$ cat src/rtl/baud_tick_pkg.sv
package baud_tick_pkg;

  localparam int unsigned BYTE_W_DEF    = 8;
  localparam int unsigned SYNC_DEPTH_DEF = 2;

  typedef enum logic {
    SRC_TIMER  = 1'b0,
    SRC_DIVGEN = 1'b1
  } tick_src_e;

endpackage

$ cat src/rtl/baud_rst_sync.sv
module baud_rst_sync #(
  parameter int unsigned STAGES = baud_tick_pkg::SYNC_DEPTH_DEF
) (
  input  logic clk,
  input  logic rst_n,
  output logic rst_ns
);

  logic [STAGES-1:0] chain_q;
  logic [STAGES-1:0] chain_d;

  generate
    if (STAGES == 1) begin : g_single
      always_comb chain_d = 1'b1;
    end else begin : g_multi
      always_comb chain_d = {chain_q[STAGES-2:0], 1'b1};
    end
  endgenerate

  always_ff @(posedge clk or negedge rst_n) begin
    if (!rst_n) chain_q <= '0;
    else        chain_q <= chain_d;
  end

  assign rst_ns = chain_q[STAGES-1];

endmodule

$ cat src/rtl/baud_div_regs.sv
module baud_div_regs #(
  parameter int unsigned BYTE_W = baud_tick_pkg::BYTE_W_DEF,
  localparam int unsigned DIV_W = 2 * BYTE_W
) (
  input  logic              clk,
  input  logic              rst_ns,
  input  logic              hi_we,
  input  logic [BYTE_W-1:0] hi_data,
  input  logic              lo_we,
  input  logic [BYTE_W-1:0] lo_data,
  output logic [DIV_W-1:0]  div_q,
  output logic              load,
  output logic [DIV_W-1:0]  load_val
);

  logic [BYTE_W-1:0] hi_stage_q, hi_stage_d;
  logic              hi_stage_en;
  logic [DIV_W-1:0]  div_d;
  logic              div_en;
  logic [BYTE_W-1:0] hi_eff;

  // incoming high byte wins over the staged one on a joint write
  always_comb begin
    hi_eff      = hi_we ? hi_data : hi_stage_q;
    hi_stage_en = hi_we;
    hi_stage_d  = hi_data;
    div_en      = lo_we;
    div_d       = {hi_eff, lo_data};
    load        = lo_we;
    load_val    = div_d;
  end

  always_ff @(posedge clk or negedge rst_ns) begin
    if (!rst_ns) begin
      hi_stage_q <= '0;
    end else if (hi_stage_en) begin
      hi_stage_q <= hi_stage_d;
    end
  end

  always_ff @(posedge clk or negedge rst_ns) begin
    if (!rst_ns) begin
      div_q <= '0;
    end else if (div_en) begin
      div_q <= div_d;
    end
  end


  hi_only_stable_chk: assert property (@(posedge clk) disable iff (!rst_ns)
    (hi_we && !lo_we) |=> $stable(div_q));


  lo_commit_chk: assert property (@(posedge clk) disable iff (!rst_ns)
    lo_we |=> (div_q[BYTE_W-1:0] == $past(lo_data)));


  joint_write_chk: assert property (@(posedge clk) disable iff (!rst_ns)
    (lo_we && hi_we) |=> (div_q[DIV_W-1:BYTE_W] == $past(hi_data)));

endmodule

$ cat src/rtl/baud_div_counter.sv
module baud_div_counter #(
  parameter int unsigned DIV_W = 2 * baud_tick_pkg::BYTE_W_DEF
) (
  input  logic             clk,
  input  logic             rst_ns,
  input  logic             load,
  input  logic [DIV_W-1:0] load_val,
  input  logic [DIV_W-1:0] div_q,
  output logic             pulse
);

  logic [DIV_W-1:0] cnt_q, cnt_d;
  logic             cnt_en;
  logic             at_zero;
  logic             div_live;

  always_comb begin
    at_zero  = (cnt_q == '0);
    div_live = (div_q != '0);
    cnt_en   = 1'b0;
    cnt_d    = cnt_q;
    if (load) begin
      cnt_en = 1'b1;
      cnt_d  = load_val;
    end else if (!at_zero) begin
      cnt_en = 1'b1;
      cnt_d  = cnt_q - 1'b1;
    end else if (div_live) begin
      cnt_en = 1'b1;
      cnt_d  = div_q;
    end
    pulse = at_zero && div_live && !load;
  end

  always_ff @(posedge clk or negedge rst_ns) begin
    if (!rst_ns) begin
      cnt_q <= '0;
    end else if (cnt_en) begin
      cnt_q <= cnt_d;
    end
  end


  pulse_single_chk: assert property (@(posedge clk) disable iff (!rst_ns)
    pulse |=> !pulse);


  restart_value_chk: assert property (@(posedge clk) disable iff (!rst_ns)
    load |=> (cnt_q == $past(load_val)));


  zero_div_idle_chk: assert property (@(posedge clk) disable iff (!rst_ns)
    (!div_live && !load) |=> (cnt_q == '0));


  reload_after_pulse_chk: assert property (@(posedge clk) disable iff (!rst_ns)
    pulse |=> (cnt_q == $past(div_q)));

endmodule

$ cat src/rtl/baud_tmr_halver.sv
module baud_tmr_halver (
  input  logic clk,
  input  logic rst_ns,
  input  logic active,
  input  logic ovf,
  input  logic dbl,
  output logic pulse
);

  logic tgl_q, tgl_d;
  logic tgl_en;

  always_comb begin
    tgl_en = active && ovf && !dbl;
    tgl_d  = ~tgl_q;
    pulse  = active && ovf && (dbl || tgl_q);
  end

  always_ff @(posedge clk or negedge rst_ns) begin
    if (!rst_ns) begin
      tgl_q <= 1'b0;
    end else if (tgl_en) begin
      tgl_q <= tgl_d;
    end
  end


  idle_toggle_chk: assert property (@(posedge clk) disable iff (!rst_ns)
    !active |=> $stable(tgl_q));


  first_half_chk: assert property (@(posedge clk) disable iff (!rst_ns)
    (active && ovf && !dbl && !tgl_q) |=> tgl_q);


  second_half_chk: assert property (@(posedge clk) disable iff (!rst_ns)
    (pulse && !dbl) |=> !tgl_q);

endmodule

$ cat src/rtl/baud_tick_gen.sv
module baud_tick_gen
  import baud_tick_pkg::*;
#(
  parameter int unsigned BYTE_W     = BYTE_W_DEF,
  parameter int unsigned SYNC_DEPTH = SYNC_DEPTH_DEF,
  localparam int unsigned DIV_W     = 2 * BYTE_W
) (
  input  logic              clk,
  input  logic              rst_n,
  input  logic              div_hi_we,
  input  logic [BYTE_W-1:0] div_hi_data,
  input  logic              div_lo_we,
  input  logic [BYTE_W-1:0] div_lo_data,
  input  logic              tmr_ovf,
  input  logic              src_sel,
  input  logic              dbl_rate,
  output logic              tick
);

  logic             rst_ns;
  logic [DIV_W-1:0] div_q;
  logic             load;
  logic [DIV_W-1:0] load_val;
  logic             gen_pulse;
  logic             tmr_pulse;
  logic             tmr_active;
  tick_src_e        src;
  logic             tick_q, tick_d;

  baud_rst_sync #(.STAGES(SYNC_DEPTH)) u_rst (
    .clk    (clk),
    .rst_n  (rst_n),
    .rst_ns (rst_ns)
  );

  baud_div_regs #(.BYTE_W(BYTE_W)) u_regs (
    .clk      (clk),
    .rst_ns   (rst_ns),
    .hi_we    (div_hi_we),
    .hi_data  (div_hi_data),
    .lo_we    (div_lo_we),
    .lo_data  (div_lo_data),
    .div_q    (div_q),
    .load     (load),
    .load_val (load_val)
  );

  baud_div_counter #(.DIV_W(DIV_W)) u_cnt (
    .clk      (clk),
    .rst_ns   (rst_ns),
    .load     (load),
    .load_val (load_val),
    .div_q    (div_q),
    .pulse    (gen_pulse)
  );

  baud_tmr_halver u_half (
    .clk    (clk),
    .rst_ns (rst_ns),
    .active (tmr_active),
    .ovf    (tmr_ovf),
    .dbl    (dbl_rate),
    .pulse  (tmr_pulse)
  );

  always_comb begin
    src        = tick_src_e'(src_sel);
    tmr_active = (src == SRC_TIMER);
    tick_d     = (src == SRC_DIVGEN) ? gen_pulse : tmr_pulse;
  end

  always_ff @(posedge clk or negedge rst_ns) begin
    if (!rst_ns) tick_q <= 1'b0;
    else         tick_q <= tick_d;
  end

  assign tick = tick_q;


  gen_path_chk: assert property (@(posedge clk) disable iff (!rst_ns)
    src_sel |=> (tick == $past(gen_pulse)));


  tmr_path_chk: assert property (@(posedge clk) disable iff (!rst_ns)
    !src_sel |=> (tick == $past(tmr_pulse)));


  dbl_pass_chk: assert property (@(posedge clk) disable iff (!rst_ns)
    (!src_sel && dbl_rate && tmr_ovf) |=> tick);

endmodule

$ cat config.mk
export PLATFORM = sky130hd
export DESIGN_NAME = baud_tick_gen
export DESIGN_NICKNAME = d
export VERILOG_FILES = /design/src/rtl/baud_tick_pkg.sv /design/src/rtl/baud_rst_sync.sv /design/src/rtl/baud_div_regs.sv /design/src/rtl/baud_div_counter.sv /design/src/rtl/baud_tmr_halver.sv /design/src/rtl/baud_tick_gen.sv
export SDC_FILE = /design/constraint.sdc
export NUM_CORES = 1
export LEC_CHECK = 0
export CAP_MARGIN = 30
export CORE_ASPECT_RATIO = 1.1
export CORE_MARGIN = 2
export CORE_UTILIZATION = 55
export DETAILED_ROUTE_END_ITERATION = 10
export PLACE_DENSITY_LB_ADDON = 0.05
export SLEW_MARGIN = 20
export SYNTH_ARGS = -nofsm -noshare
export SYNTH_HDL_FRONTEND = slang
export SYNTH_SLANG_ARGS = --single-unit
$ cat constraint.sdc
create_clock -name clk -period 1.85 [get_ports clk]
set_clock_uncertainty 0.05 [all_clocks]
set_input_delay 0.37 -clock clk [delete_from_list [all_inputs] [get_ports clk]]
set_output_delay 0.37 -clock clk [all_outputs]
set_load 0.1 [all_outputs]
# Word-level counts from Yosys, hierarchy flattened
# Index checks and enable logic that the tools add are counted.
[totals]
regBits = 44
inputBits = 23
word_cells = 29
[op_classes]
n_addsub = 1
n_eq_ne = 1
muxes = 8
bitwise_logic = 2
reduce_logical = 11
[op_table]
columns = ["op", "n"]
rows = [
  ["$mux 16", 3],
  ["$logic_not 16->1", 1],
  ["$reduce_bool 16->1", 1],
  ["$sub 16x1->16 const B", 1],
  ["$mux 8", 1],
  ["$logic_and 1x1->1", 5],
  ["$mux 1", 4],
  ["$ne 3x3->1 const B", 1],
  ["$logic_not 1->1", 2],
  ["$not 1->1", 2],
  ["$reduce_and 2->1", 1],
  ["$logic_or 1x1->1", 1],
]

# Longest topological paths before layout
# Gate-level depths: netlist of the first run.
[logic_depth]
depth_word = 5
mapped_depth = 7

# Hierarchy
# Synthesis of the first run repeated with hierarchy kept, for this count alone.
[unflattened]
cells_unflattened = 195
area_unflattened_um2 = 2321.0
[modules_own_cells]
columns = ["mod", "instances", "cells_per_inst", "area_each_um2", "seq_area_each_um2"]
rows = [
  ["baud_div_counter", 1, 125, 1149.9, 400.4],
  ["baud_div_regs", 1, 60, 1022.2, 600.6],
  ["baud_rst_sync", 1, 3, 53.8, 50.0],
  ["baud_tmr_halver", 1, 4, 51.3, 25.0],
  ["baud_tick_gen", 1, 3, 43.8, 25.0],
]

# Worst setup path after synthesis of the first run
# OpenSTA, ideal clock, no wires.
[synth_path]
path_kind = "flip-flop to flip-flop"
startpoint = "register u_cnt.cnt_q[2]"
endpoint = "register tick_q, in the netlist tick"
arrival_ns = 2.102
setup_slack_ns = -0.378
stages_incl_launch_ff = 6
path_buffers = 1
path_cell_list = "dfrtp_1 > or4_1 > buf_2 > or4_4 > or4b_1 > o21ai_1"
[synth_between]
elab_chain_len = 4
[synth_rtl]
columns = ["element", "line_no", "rtl"]
rows = [
  ["from (decl)", "baud_div_counter.sv:12", "logic [DIV_W-1:0] cnt_q, cnt_d;"],
  ["from (signal assigned)", "baud_div_counter.sv:39", "cnt_q <= cnt_d;"],
  ["$logic_not 16->1", "baud_div_counter.sv:18", "at_zero = (cnt_q == '0);"],
  ["$logic_and 1x1->1 (2 in a row)", "baud_div_counter.sv:32", "pulse = at_zero && div_live && !load;"],
  ["$mux 1", "baud_tick_gen.sv:69", "tick_d = (src == SRC_DIVGEN) ? gen_pulse : tmr_pulse;"],
  ["named net tick_d", "baud_tick_gen.sv:28", "logic tick_q, tick_d;"],
  ["to (signal assigned)", "baud_tick_gen.sv:74", "else tick_q <= tick_d;"],
  ["to (decl)", "baud_tick_gen.sv:28", ""],
]
# The timed path passes the listed nets, and every way through them passes these cells.
# A chain may end at the register's enable or synchronous reset.

# Final worst setup path of the first run
[layout_path]
startpoint = "register u_cnt.cnt_q[0]"
endpoint = "register tick_q, in the netlist tick"
# The elaborated chain is that of the path after synthesis.

==> results of run 1 <==
layout make-up:
| class | count | share of cell area [%] |
|---|---|---|
| Clock buffer | 5 | 2.32 |
| Timing Repair Buffer | 60 | 18.3 |
| Clock inverter | 3 | 1.44 |
| Inverter | 18 | 2.28 |
| Multi-Input combinational cell | 144 | 36.4 |
| Sequential cell | 44 | 37.2 |
| Tap cell | 50 | 2.11 |
cell families (layout without fill, tap and decap cells):
group                      count (synthesis)  in the layout  share of synthesized area, %
buffers and inverters                     30             86                          5.43
and+or+nand+nor                           66             66                          17.0
xor gates and xnor gates                   6              6                          2.46
DFF                                       44             44                          51.4
muxes                                     11             11                          5.55
other                                      1              1                         0.175
AOI/OAI and AO/OA                         58             58                          16.8
adders and majority gates                  2              2                          1.17
sequential cells by signal, indices dropped and copies added, names as in the netlist:
name	cells
u_cnt.cnt_q	16
u_regs.hi_stage_q	8
u_regs.div_q	16
u_half.tgl_q	1
tick	1
u_rst.chain_q	2
layout by cell type (no fill, tap or decap), drive strengths merged, types with 4 or more instances in the layout:
cell type and n:
nand2 16, or4 5, mux2 7, mux2i 4, clkdlybuf4s50 22, inv 18, nor2 12, a21oi 10
or3 5, dfrtp 44, nor3 7, buf 38, nor4 9, o31ai 8, o21ai 23, clkbuf 5
power by group:
part,switching [mW],internal (mW)
clock,0.333,0.399
combinational,0.322,0.297
sequential,0.0875,1.08
total,0.742,1.77
critical path, stage by stage (launching register included):
cell and delay [ps]:
dfrtp_1 400, inv_2 90, ha_4 130, or4b_4 460, or4_4 460, or4b_4 500
o21ai_2 70
worst paths after layout:
path	start	endpoint
worst max-delay path	u_cnt.cnt_q[0]	tick
worst min-delay path	rst_n	u_rst.chain_q[0]
worst max register to register	u_cnt.cnt_q[0]	tick
worst min register to register	u_rst.chain_q[1]	u_regs.hi_stage_q[2]
max in group asynchronous	u_rst.chain_q[1]	u_regs.div_q[1]
min in group clk	u_rst.chain_q[0]	u_rst.chain_q[1]
metrics by stage:
stage | setup TNS (ps) | worst slack, ps | total power [mW] | cell area, µm² | hold WS, ps
5_1_grt | -5030 | -435 | 2.64 | 2960 | 177
2_1_floorplan | -3900 | -378 | 1.45 | 2140 | 24.4
3_3_place_gp | -3400 | -316 | 1.67 | 2640 | 264
6_report | -3920 | -385 | 2.51 | 2960 | 173
3_5_place_dp | -4460 | -390 | 1.69 | 2640 | 285
4_1_cts | -4030 | -367 | 2.47 | 2910 | 171
layer usage:
| layer | vias up | track usage [%] | wire [µm] |
|---|---|---|---|
| met2 | 53 | 46.9 | 3020 |
| met1 | 929 | 33.4 | 2310 |
| met3 | 13 | 5.52 | 230 |
| li1 | 888 | - | - |
| met4 | 0 | 9.90 | 109 |
| met5 | - | 0 | 0 |
timing repair:
action / 4_1_cts / 5_1_grt
hold buffers: 0 / 0
gates resized for setup: 31 / 14
pin swaps: 8 / 5
buffers inserted: 5 / 1
endpoints found under the setup margin: 17 / 17
==> flow_metrics.py, run 1 <==
metrics = {
    "outcome": {
        "status": "complete, but fails checks",
        "violations": "negative setup slack",
    },
    "yosys": {
        "ys_seq_elements": 44,
        "synth_commonest_cells": "dfrtp_1, o21ai_0, inv_1, nand2_1, nor2_1",
        "synth-seq-area-share_pct": 51.4,
        "syn_avg_cell_area_um2": 9.82,
        "yosys-top-cells-area": "dfrtp_1, o21ai_0, mux2_2",
        "synth_nets": 243,
        "netlist_area_um2": 2140,
        "yosysMostFrequentCell": "dfrtp_1",
        "synthFlopType": "dfrtp_1",
        "ys_types": 39,
        "yosysWarnings": 0,
        "synth_top_area_share_pct": 51.4,
        "synth.largest_area_cell": "dfrtp_1",
        "synthCells": 218,
        "synthArstFlopShare_pct": 100,
        "synth_edf_count": 0,
    },
    "finish": {
        "area_delta_synth_final_pct": 38.3,
        "fin_cells": 324,
        "fin_util_pct": 80.4,
        "regArea_um2": 1100,
        "layout-drive-gt1-share_pct": 30.3,
        "fillers": 247,
        "antenna_cells": 0,
        "fin_nets": 298,
        "multi_input_area_um2": 1080,
    },
    "sta": {
        "worst_slack_ps": -385,
        "final_max_slew_viol_count": 0,
        "period_share_pct": 121,
        "rsz0062_at_grt": "true",
        "slew_headroom_pct": 63.1,
        "setup-violations-final": 17,
        "max_freq_ghz": 0.447,
        "tightestPinTransition_ps": 548,
        "min_period_ps": 2240,
        "finalHoldViolations": 0,
    },
    "floorplan": {
        "core_area_um2": 3680,
        "dieArea_um2": 4410,
        "ios": 24,
        "die_w_um": 63.5,
        "row_count": 23,
        "die_y_um": 69.4,
        "start_util_pct": 58.1,
    },
    "grt": {
        "grt_pass1_vias": 1995,
        "overflow": 0,
        "grt.total_usage_pct": 27.2,
        "grt_start_max_net_pins": 43,
        "grt_first_pass_wirelength_um": 9270,
        "antenna_found_initial": 0,
    },
    "drt": {
        "viasPerCell": 5.81,
        "drc_errors": 0,
        "wire_per_inst_um": 17.5,
        "postRouteWirelength_um": 5670,
        "drt-initial-drc-count": 124,
        "dr_total_vias": 1883,
        "drt.antenna.violating_nets": 0,
        "firstDrtPassIters": 4,
    },
    "placed_design": {
        "dp_cells": 312,
        "dp_hpwl_um": 3690,
        "port_buffers": 23,
        "gp_congestion": 0.869,
    },
    "setup_path": {
        "worstSetupStartpointType": "register",
        "r2r_setup_slack_ps": -390,
        "path_max_fanout": 3,
        "cp.arrival_ps": 2420,
        "rr_worst_depth": 6,
        "cp-end-kind": "register",
        "crit_type": "register to register",
        "cp.required_ps": 2030,
    },
    "clock_tree": {
        "cts-root-buf": "clkbuf_8",
        "cts.sinks": 44,
        "numCtsBuffers": 5,
        "clk_pin_slew_ps": 80,
        "cts_tree": "built",
        "clock_latency_ps": 310,
        "clk_path_buf_depth": 2,
        "htreeDepth": 2,
    },
    "run": {
        "max_cap_viol_count": 0,
    },
    "power_and_ir_drop": {
        "peakVddDrop_v": 0.000613,
        "power_density_nw_per_um2": 849,
        "power.leakage_nw": 1.29,
    },
    "min_path": {
        "worstHoldPathType": "input pin to async pin",
    },
}
No activity file was read; power rests on OpenSTA's default activity.
==> inputs of run 2 (changes only) <==
--- a/config.mk
+++ b/config.mk
@@ -9,5 +9,5 @@
 export CORE_ASPECT_RATIO = 1.1
 export CORE_MARGIN = 2
-export CORE_UTILIZATION = 55
+export CORE_UTILIZATION = 56
 export DETAILED_ROUTE_END_ITERATION = 10
 export PLACE_DENSITY_LB_ADDON = 0.05
@@ -15,3 +15,4 @@
 export SYNTH_ARGS = -nofsm -noshare
 export SYNTH_HDL_FRONTEND = slang
+export SYNTH_HIERARCHICAL = 1
 export SYNTH_SLANG_ARGS = --single-unit
==> constraint.sdc (replaced) <==
create_clock -name clk -period 1.85 [get_ports clk]
set_clock_uncertainty 0.05 [all_clocks]
set_input_delay 0.2775 -clock clk [delete_from_list [all_inputs] [get_ports clk]]
set_output_delay 0.2775 -clock clk [all_outputs]
set_load 0.1 [all_outputs]
==> run 2 against run 1 <==
The flow still finishes with violations (negative setup slack). Setup slack gained 370 ps. Flip-flop and latch count stayed put. Via count is 13% lower. Critical path depth fell by 1. Register-to-register slack improved by 370 ps. Hold slack got worse by 81 ps. Area after synthesis up 8.4%. Critical path type unchanged. Critical endpoint is now u_cnt/cnt_q[14]. Highest routed layer unchanged.
==> flow_metrics.py, run 2 <==
metrics = {
    "yosys": {
        "ys_types": 44,
        "syn_avg_cell_area_um2": 11.9,
        "yosysWarnings": 6,
        "synthCells": 195,
        "synth_top_area_share_pct": 47.4,
        "yosys-top-cells-area": "dfrtp_1, mux2_4, mux2_2",
        "synth_edf_count": 0,
        "synthFlopType": "dfrtp_1",
        "synthArstFlopShare_pct": 100,
        "synth_nets": 220,
        "synth.largest_area_cell": "dfrtp_1",
        "ys_seq_elements": 44,
        "yosysMostFrequentCell": "dfrtp_1",
        "synth_commonest_cells": "dfrtp_1, mux2_4, nand2_1, buf_4, o21ai_0",
        "synth-seq-area-share_pct": 47.4,
        "netlist_area_um2": 2320,
    },
    "floorplan": {
        "core_area_um2": 3960,
        "dieArea_um2": 4680,
        "die_y_um": 71.5,
        "start_util_pct": 58.6,
        "die_w_um": 65.4,
        "ios": 24,
        "row_count": 24,
    },
    "sta": {
        "max_freq_ghz": 0.537,
        "period_share_pct": 101,
        "worst_slack_ps": -11.1,
        "rsz0062_at_grt": "true",
        "min_period_ps": 1860,
        "setup-violations-final": 2,
        "tightestPinTransition_ps": 528,
        "finalHoldViolations": 0,
        "final_max_slew_viol_count": 0,
        "slew_headroom_pct": 64.8,
        "tns_ps": -20.8,
    },
    "min_path": {
        "worstHoldPathType": "input pin to async pin",
    },
    "grt": {
        "grt.total_usage_pct": 22.1,
        "grt_start_max_net_pins": 43,
        "overflow": 0,
        "grt_pass1_vias": 1631,
        "antenna_found_initial": 0,
        "grt_first_pass_wirelength_um": 7830,
    },
    "power_and_ir_drop": {
        "power_density_nw_per_um2": 865,
        "peakVddDrop_v": 0.000531,
        "power.leakage_nw": 1.31,
    },
    "outcome": {
        "status": "complete, but fails checks",
        "violations": "negative setup slack",
    },
    "drt": {
        "wire_per_inst_um": 16.7,
        "drt-initial-drc-count": 78,
        "drc_errors": 0,
        "firstDrtPassIters": 4,
        "viasPerCell": 5.64,
        "postRouteWirelength_um": 4830,
        "drt.antenna.violating_nets": 0,
        "dr_total_vias": 1635,
    },
    "finish": {
        "layout-drive-gt1-share_pct": 34.9,
        "area_delta_synth_final_pct": 26.0,
        "fillers": 301,
        "final_cell_mix": "dfrtp_1, buf_4, clkdlybuf4s50_1",
        "fin_util_pct": 73.8,
        "layout_commonest_cell": "dfrtp_1",
        "top_regs": "u_cnt/cnt_q (16), u_regs/div_q (16), u_regs/hi_stage_q (8)",
        "fin_nets": 262,
        "antenna_cells": 0,
    },
    "setup_path": {
        "cp.arrival_ps": 1990,
        "crit_type": "register to register",
        "worstSetupStartpointType": "register",
        "reg2reg_from": "u_regs/div_q[14]",
        "startpoint": "u_regs/div_q[14]",
        "cp.required_ps": 1980,
        "cp-end-kind": "register",
        "path_max_fanout": 3,
        "rr_worst_depth": 5,
    },
    "clock_tree": {
        "clk_path_buf_depth": 2,
        "cts-root-buf": "clkbuf_8",
        "cts_tree": "built",
        "cts.sinks": 44,
        "htreeDepth": 2,
        "clock_latency_ps": 290,
        "clk_pin_slew_ps": 80,
        "numCtsBuffers": 5,
    },
    "placed_design": {
        "port_buffers": 23,
        "gp_congestion": 0.879,
        "dp_hpwl_um": 3410,
    },
    "run": {
        "max_cap_viol_count": 0,
    },
}
==> run 2: worst paths after layout <==
kind	endpoint	slack (ps)
worst max register to register	u_cnt/cnt_q[14]	-10
min in group clk	u_rst/chain_q[1]	310
worst min-delay path	u_rst/chain_q[0]	90
worst min register to register	u_regs/hi_stage_q[4]	260
worst max-delay path	u_cnt/cnt_q[14]	-10
max in group asynchronous	u_cnt/cnt_q[3]	1100
==> run 2: routing by layer <==
layer	up-vias	share of wire, %	global-route usage [%]
met5	-	0	0
met1	810	45	30.5
met2	31	49	34.1
met4	0	3.1	11.3
met3	9	2.8	3.30
li1	785	-	-
==> run 2: stage by stage <==
stage / hold WS, ps / area (µm²) / power [mW] / worst slack [ps] / cells
6_report: 91.6 / 2920 / 2.53 / -11.1 / 290
5_1_grt: 83.7 / 2920 / 2.66 / -51.7 / 290
4_1_cts: 80.1 / 2820 / 2.52 / 6.80 / 287
3_5_place_dp: 284 / 2690 / 1.71 / -18.8 / 278
3_3_place_gp: 267 / 2690 / 1.68 / 0.283 / 278
2_1_floorplan: -68.1 / 2330 / 1.52 / 18.0 / 195
==> run 2: cell type report <==
type	count	area, µm²	share of cell area, %
Multi-Input combinational cell	131	1170	40.1
Clock inverter	1	30.0	1.03
Clock buffer	7	96.3	3.29
Tap cell	52	65.1	2.23
Inverter	3	11.3	0.385
Sequential cell	44	1100	37.7
Timing Repair Buffer	52	448	15.3
==> run 2: cell families after synthesis <==
| group | synth area share, % |
|---|---|
| adder cells (fa/ha/maj) | 1.08 |
| AO/OA/AOI/OAI | 7.87 |
| flip-flops | 47.4 |
| AND/OR/NAND/NOR | 15.9 |
| buffers and inverters | 5.44 |
| other | 0.162 |
| XOR/XNOR | 3.77 |
| multiplexers | 18.3 |
==> run 2: critical path, cell delays in order (launching register included) <==
cell,delay (ps)
dfrtp_1,400
nor4_1,470
and4_1,330
or2_4,170
nor2_4,40
a221o_1,300
==> run 2: timing repair <==
action / CTS / global route
hold buffers: 0 / 0
endpoints found under the setup margin: 5 / 16
buffers inserted: 1 / 3
pin swaps: 1 / 4
resized for setup: 1 / 15
==> run 2: power by group <==
| group | internal, mW | leakage, nW | switching [mW] |
|---|---|---|---|
| registers | 1.08 | 0.523 | 0.116 |
| logic | 0.299 | 0.727 | 0.245 |
| clock network | 0.476 | 0.0645 | 0.312 |
| total | 1.86 | 1.31 | 0.673 |
